## config.mk

```make
export PLATFORM = sky130hd
export DESIGN_NAME = serial_seg_loader
export DESIGN_NICKNAME = d
export VERILOG_FILES = /design/src/rtl/sdl_pkg.sv /design/src/rtl/sdl_shift_front.sv /design/src/rtl/sdl_group_latch.sv /design/src/rtl/serial_seg_loader.sv
export SDC_FILE = /design/constraint.sdc
export NUM_CORES = 1
export LEC_CHECK = 0
export ABC_CLOCK_PERIOD_IN_PS = 1600
export CAP_MARGIN = 10
export CORE_UTILIZATION = 30
export DETAILED_ROUTE_END_ITERATION = 10
export PLACE_DENSITY = 0.59
export SLEW_MARGIN = 40
export SYNTH_ARGS = -nofsm -noshare
export SYNTH_HDL_FRONTEND = slang
export SYNTH_SLANG_ARGS = --single-unit
```

## constraint.sdc

```tcl
create_clock -name clk -period 1.6 [get_ports clk]
set_clock_uncertainty 0.15 [all_clocks]
set_input_delay 0.4 -clock clk [delete_from_list [all_inputs] [get_ports clk]]
set_output_delay 0.4 -clock clk [all_outputs]
set_load 0.1 [all_outputs]
```

## src/rtl/sdl_pkg.sv

```systemverilog
package sdl_pkg;
  // Position, counted back from the last bit shifted in, of one display bit
  function automatic int slot_index(input int seg_in_grp, input int phase,
                                    input int phases, input int group_segs,
                                    input int pad_bits, input int sel_bits);
    return sel_bits + pad_bits + group_segs * phases - 1 - (seg_in_grp * phases + phase);
  endfunction
endpackage

```

## src/rtl/sdl_shift_front.sv

```systemverilog
module sdl_shift_front #(
  parameter int SHIFT_LEN = 72
) (
  input  logic                 clk,
  input  logic                 rst_n,
  input  logic                 ser_clk,
  input  logic                 ser_ce,
  input  logic                 ser_data,
  output logic [SHIFT_LEN-1:0] shift_q,
  output logic                 commit_p
);
  logic sck_q;
  logic ce_q;
  logic shift_en;

  assign shift_en = ser_clk & ~sck_q & ser_ce;
  assign commit_p = ~ser_ce & ce_q;

  always_ff @(posedge clk) begin
    if (!rst_n) begin
      sck_q   <= 1'b0;
      ce_q    <= 1'b0;
      shift_q <= '0;
    end else begin
      sck_q <= ser_clk;
      ce_q  <= ser_ce;
      if (shift_en) shift_q <= {shift_q[SHIFT_LEN-2:0], ser_data};
    end
  end

  // no shifting while the frame enable is low
  assert_no_shift_idle_R2: assert property (@(posedge clk) disable iff (!rst_n)
    !ser_ce |=> $stable(shift_q));

  // a qualified clock edge moves the register by exactly one place
  assert_shift_step_R2: assert property (@(posedge clk) disable iff (!rst_n)
    (ser_ce && ser_clk && !sck_q) |=>
      (shift_q[0] == $past(ser_data)) &&
      (shift_q[SHIFT_LEN-1:1] == $past(shift_q[SHIFT_LEN-2:0])));

  // with the shift clock still high, contents hold
  assert_static_hold_R10: assert property (@(posedge clk) disable iff (!rst_n)
    (sck_q && ser_clk) |=> $stable(shift_q));
endmodule

```

## src/rtl/sdl_group_latch.sv

```systemverilog
module sdl_group_latch
  import sdl_pkg::*;
#(
  parameter int GROUP_IDX   = 0,
  parameter int NUM_GROUPS  = 3,
  parameter int GROUP_SEGS  = 21,
  parameter int SEGS_HERE   = 21,
  parameter int HALF_PAD    = 3,
  parameter int THIRD_PAD   = 6,
  parameter int SHIFT_LEN   = 72,
  parameter int MAX_PHASES  = 3
) (
  input  logic                            clk,
  input  logic                            rst_n,
  input  logic                            commit_p,
  input  logic                            two_phase,
  input  logic [SHIFT_LEN-1:0]            shift_q,
  output logic [SEGS_HERE*MAX_PHASES-1:0] grp_bits
);
  localparam int WIDTH   = SEGS_HERE * MAX_PHASES;
  localparam int SEL_POS = NUM_GROUPS - 1 - GROUP_IDX;

  logic             sel;
  logic [WIDTH-1:0] half_v;
  logic [WIDTH-1:0] third_v;
  logic [SEGS_HERE-1:0] top_phase;

  assign sel = shift_q[SEL_POS];

  for (genvar s = 0; s < SEGS_HERE; s++) begin : g_seg
    for (genvar p = 0; p < MAX_PHASES; p++) begin : g_ph
      localparam int IH = slot_index(s, p, 2, GROUP_SEGS, HALF_PAD, NUM_GROUPS);
      localparam int IT = slot_index(s, p, 3, GROUP_SEGS, THIRD_PAD, NUM_GROUPS);
      if (p < 2) begin : g_used
        assign half_v[s*MAX_PHASES+p] = shift_q[IH];
      end else begin : g_blank
        assign half_v[s*MAX_PHASES+p] = 1'b0;
      end
      assign third_v[s*MAX_PHASES+p] = shift_q[IT];
    end
    assign top_phase[s] = grp_bits[s*MAX_PHASES+2];
  end

  always_ff @(posedge clk) begin
    if (!rst_n)              grp_bits <= '0;
    else if (commit_p && sel) grp_bits <= two_phase ? half_v : third_v;
  end

  // no commit, no change
  assert_hold_no_commit_R3: assert property (@(posedge clk) disable iff (!rst_n)
    !commit_p |=> $stable(grp_bits));

  // unselected group keeps its contents
  assert_unselected_keeps_R5: assert property (@(posedge clk) disable iff (!rst_n)
    (commit_p && !shift_q[SEL_POS]) |=> $stable(grp_bits));

  // two-phase commit blanks the third phase
  assert_third_phase_blank_R6: assert property (@(posedge clk) disable iff (!rst_n)
    (commit_p && sel && two_phase) |=> (top_phase == '0));
endmodule

```

## src/rtl/serial_seg_loader.sv

```systemverilog
module serial_seg_loader #(
  parameter int SEG_COUNT  = 62,
  parameter int GROUP_SEGS = 21,
  parameter int HALF_PAD   = 3,
  parameter int THIRD_PAD  = 6
) (
  input  logic                 clk,
  input  logic                 rst_n,
  input  logic                 ser_clk,
  input  logic                 ser_ce,
  input  logic                 ser_data,
  input  logic                 two_phase,
  output logic [SEG_COUNT*3-1:0] disp_pattern
);
  localparam int MAX_PHASES = 3;
  localparam int NUM_GROUPS = (SEG_COUNT + GROUP_SEGS - 1) / GROUP_SEGS;
  localparam int SHIFT_LEN  = GROUP_SEGS * MAX_PHASES + THIRD_PAD + NUM_GROUPS;

  logic [SHIFT_LEN-1:0] shift_q;
  logic                 commit_p;

  sdl_shift_front #(.SHIFT_LEN(SHIFT_LEN)) front_i (
    .clk      (clk),
    .rst_n    (rst_n),
    .ser_clk  (ser_clk),
    .ser_ce   (ser_ce),
    .ser_data (ser_data),
    .shift_q  (shift_q),
    .commit_p (commit_p)
  );

  for (genvar g = 0; g < NUM_GROUPS; g++) begin : g_grp
    localparam int FIRST = g * GROUP_SEGS;
    localparam int SEGS_HERE = (SEG_COUNT - FIRST < GROUP_SEGS) ? SEG_COUNT - FIRST : GROUP_SEGS;
    sdl_group_latch #(
      .GROUP_IDX  (g),
      .NUM_GROUPS (NUM_GROUPS),
      .GROUP_SEGS (GROUP_SEGS),
      .SEGS_HERE  (SEGS_HERE),
      .HALF_PAD   (HALF_PAD),
      .THIRD_PAD  (THIRD_PAD),
      .SHIFT_LEN  (SHIFT_LEN),
      .MAX_PHASES (MAX_PHASES)
    ) latch_i (
      .clk       (clk),
      .rst_n     (rst_n),
      .commit_p  (commit_p),
      .two_phase (two_phase),
      .shift_q   (shift_q),
      .grp_bits  (disp_pattern[FIRST*MAX_PHASES +: SEGS_HERE*MAX_PHASES])
    );
  end

  // an empty select field leaves the whole pattern alone
  assert_empty_select_R4: assert property (@(posedge clk) disable iff (!rst_n)
    (commit_p && shift_q[NUM_GROUPS-1:0] == '0) |=> $stable(disp_pattern));

  // a rising frame enable alone never moves the pattern
  assert_rise_no_update_R3: assert property (@(posedge clk) disable iff (!rst_n)
    $rose(ser_ce) |=> $stable(disp_pattern));
endmodule

```

==> summary.txt <==
Status -> complete, but fails checks
Failing checks -> DRC, setup timing
Worst path required time -> 1.05 ns
FP Rows -> 64
Max Fclk -> 607 MHz
Top post-synthesis cells by area -> dfxtp_1 (55%), mux2i_1 (19%), nand2_1 (10%), o22ai_1 (8.2%), buf_2 (2.0%)
Vias -> 7786
Clock Pin Slew Worst Setup and Hold Paths -> 0.06 ns
Nature of the critical path endpoint -> primary output
Final Core Density -> 50.7%
Die W -> 179 µm
Ordered cell list for the critical path -> buf_12
Sequential-to-total area share from yosys stat -> 55.3%
Remaining Overflow, GRT -> 0
Synthesis-stage register bit count -> 260
Htree depth -> 1
Critical setup path kind -> flop to primary output
Post-Synth Adder-Cell Area -> 0%
CP delay by family, top -> flip-flops
Cells after synthesis -> 929
Hold WC Path Type -> primary input to flop
Yosys top cell by area -> dfxtp_1
Synth warn -> 0
Drt initial violations -> 490
Post-Route Setup TNS -> -4.38 ns
Largest net degree at the start of global routing -> 73
Critical path buffers and inverters -> 1
Fillcell total -> 2712
Fin crit share -> 103%
Worst path slowest cell -> dfxtp_4
WL met2 -> 12.3 mm
Share of the synthesized area in the top cell type -> 55.3%
Worst skew pair latency -> 0.55 ns
PnR worst setup slack -> -0.0463 ns
Routed metal-1 wirelength -> 13.3 mm
Core area -> 0.0307 mm²
Die area -> 0.0321 mm²
Max Buffers Root-to-Sink -> 3
DRC Markers -> 30
Met3 wire len -> 2.16 mm
Initial antenna violation count -> 1
Initial core utilization -> 30.6%
Final non-filler cell total -> 1603
Crit-path max FO -> 2
Cell variety after synth -> 13
Routed len/inst -> 17.6 µm
Mux cell area share after synthesis -> 18.7%
Die Ht -> 179 µm
Final hold viol count -> 0
# setup viols final -> 186
Placed instance count -> 1498
Global Route Usage Sum -> 17.1%
PwrDens -> 878 mW/mm²
Post-layout min period -> 1.65 ns
Root buffer cell -> clkbuf_16
Synth Area in Compound Gates -> 8.24%
Clock sinks -> 260
Critical Path Start Type -> flop
Simple-gate portion of the synthesized area -> 12.8%
Mean area per synthesized cell -> 10.1 µm²
Share of layout cells above drive strength 1 -> 44.7%
Post-DP HPWL -> 19.3 mm
Dpl ws -> -0.489 ns
Fin nets -> 1193
Drt pass-1 iters -> 8
GP Congestion -> 0.745
Leak -> 6.11 nW
Worst Tran Pin Value -> 0.486 ns
Critical path data arrival time -> 1.10 ns
Slew HR -> 67.6%
Port Buf Inserts -> 191
Antenna Cells -> 0
Peak VDD IR -> 0.737 mV
RSZ-0062 raised after global routing -> yes
Max-cap viol count -> 0
Largest family of logic cells by synthesized area -> multiplexers
Routed Antenna Nets -> 0
Vias per cell -> 4.86
First-pass GRT wire length -> 43.2 mm
Final hold slack -> 0.107 ns
CP max stage delay -> 0.37 ns
Net Count, Synth -> 935
Highest routed layer -> met5
Synthesized cell area -> 0.00942 mm²
CTS tree -> yes
Max Transition Viols Final -> 0
Vias in the first global route -> 7586
XOR/XNOR share of the synthesized area -> 0%
Drt total wl -> 28.2 mm
Num CTS Buffers -> 28
I/O pins -> 192
Area Overhead vs Synth -> 65.5%
## metrics by stage
step           instance area [µm²]  power, W
6_report                     15600    0.0137
5_1_grt                      15600    0.0141
4_1_cts                      15300    0.0138
3_5_place_dp                 13900   0.00697
3_3_place_gp                 13900   0.00697
2_1_floorplan                 9420   0.00689
## cell usage in the layout (no fill, tap or decap)
| cell type | Yosys | layout |
|---|---|---|
| and2_1 | 2 | 2 |
| and3b_2 | 0 | 3 |
| buf_12 | 0 | 199 |
| buf_2 | 37 | 1 |
| buf_4 | 15 | 103 |
| bufinv_16 | 0 | 5 |
| clkbuf_1 | 17 | 5 |
| clkbuf_16 | 0 | 29 |
| clkbuf_8 | 0 | 5 |
| clkdlybuf4s50_1 | 0 | 3 |
| clkinv_2 | 0 | 3 |
| clkinv_8 | 0 | 1 |
| clkinvlp_4 | 0 | 2 |
| dfxtp_1 | 260 | 74 |
| dfxtp_2 | 0 | 152 |
| dfxtp_4 | 0 | 34 |
| inv_6 | 0 | 1 |
| inv_8 | 0 | 1 |
| mux2i_1 | 176 | 176 |
| nand2_1 | 259 | 259 |
| nand3b_1 | 22 | 22 |
| nand4b_1 | 3 | 3 |
| o22ai_1 | 124 | 124 |
## tightest hold or removal path, stage by stage
cell	delay [ns]
clkbuf_8	0.17
nand2_1	0.10
mux2i_1	0.06
## metal layers
metal  vias up  global-route usage (%)
met2       230                    25.8
met1      3762                    24.6
met5         -                       0
met3        35                    4.03
li1       3757                       -
met4         2                    3.75
## registers in the layout (all words and copies together), names as in the netlist
| register | cells |
|---|---|
| front_i.shift_q | 72 |
| front_i.ce_q | 1 |
| g_grp.latch_i.grp_bits | 186 |
| front_i.sck_q | 1 |
## timing repair
action	4_1_cts	5_1_grt
pin swaps	0	0
gates resized for setup	212	9
endpoints found under the hold margin	0	0
buffers inserted	27	28
endpoints found under the setup margin	186	187
hold buffers	0	0
## cell usage after synthesis (all sizes together)
library cell  instances
and2                  2
and3b                 3
buf                  63
clkbuf               17
dfxtp               260
mux2i               176
nand2               259
nand3b               22
nand4b                3
o22ai               124
## final timing paths
check,start,endpoint,slack [ns],depth (start not counted)
min,rst_n,front_i.shift_q[13],0.11,3
max,g_grp[1].latch_i.grp_bits[17],disp_pattern[80],-0.05,1
max reg2reg,front_i.sck_q,front_i.shift_q[51],0.20,3
min reg2reg,front_i.shift_q[71],front_i.shift_q[71],0.32,2
## cells by family after synthesis
family,count (synthesis)
compound gates,124
buf+inv,80
flops,260
mux,176
simple gates,289
## final cells by class
| cell class | instances | area, µm² | share of cell area, % |
|---|---|---|---|
| Clock inverter | 13 | 216 | 1.39 |
| Tap cell | 396 | 495 | 3.18 |
| Multi-Input combinational cell | 589 | 3740 | 24.0 |
| Sequential cell | 260 | 5520 | 35.4 |
| Clock buffer | 37 | 774 | 4.97 |
| Timing Repair Buffer | 308 | 4830 | 31.0 |
## report_power, final
| group | switching, W | total (W) | internal (W) |
|---|---|---|---|
| clock | 0.00269 | 0.00692 | 0.00422 |
| combinational | 0.000211 | 0.000352 | 0.000141 |
| sequential | 0.00000354 | 0.00642 | 0.00642 |
| total | 0.00291 | 0.0137 | 0.0108 |
(Power assumes the default switching activity.)
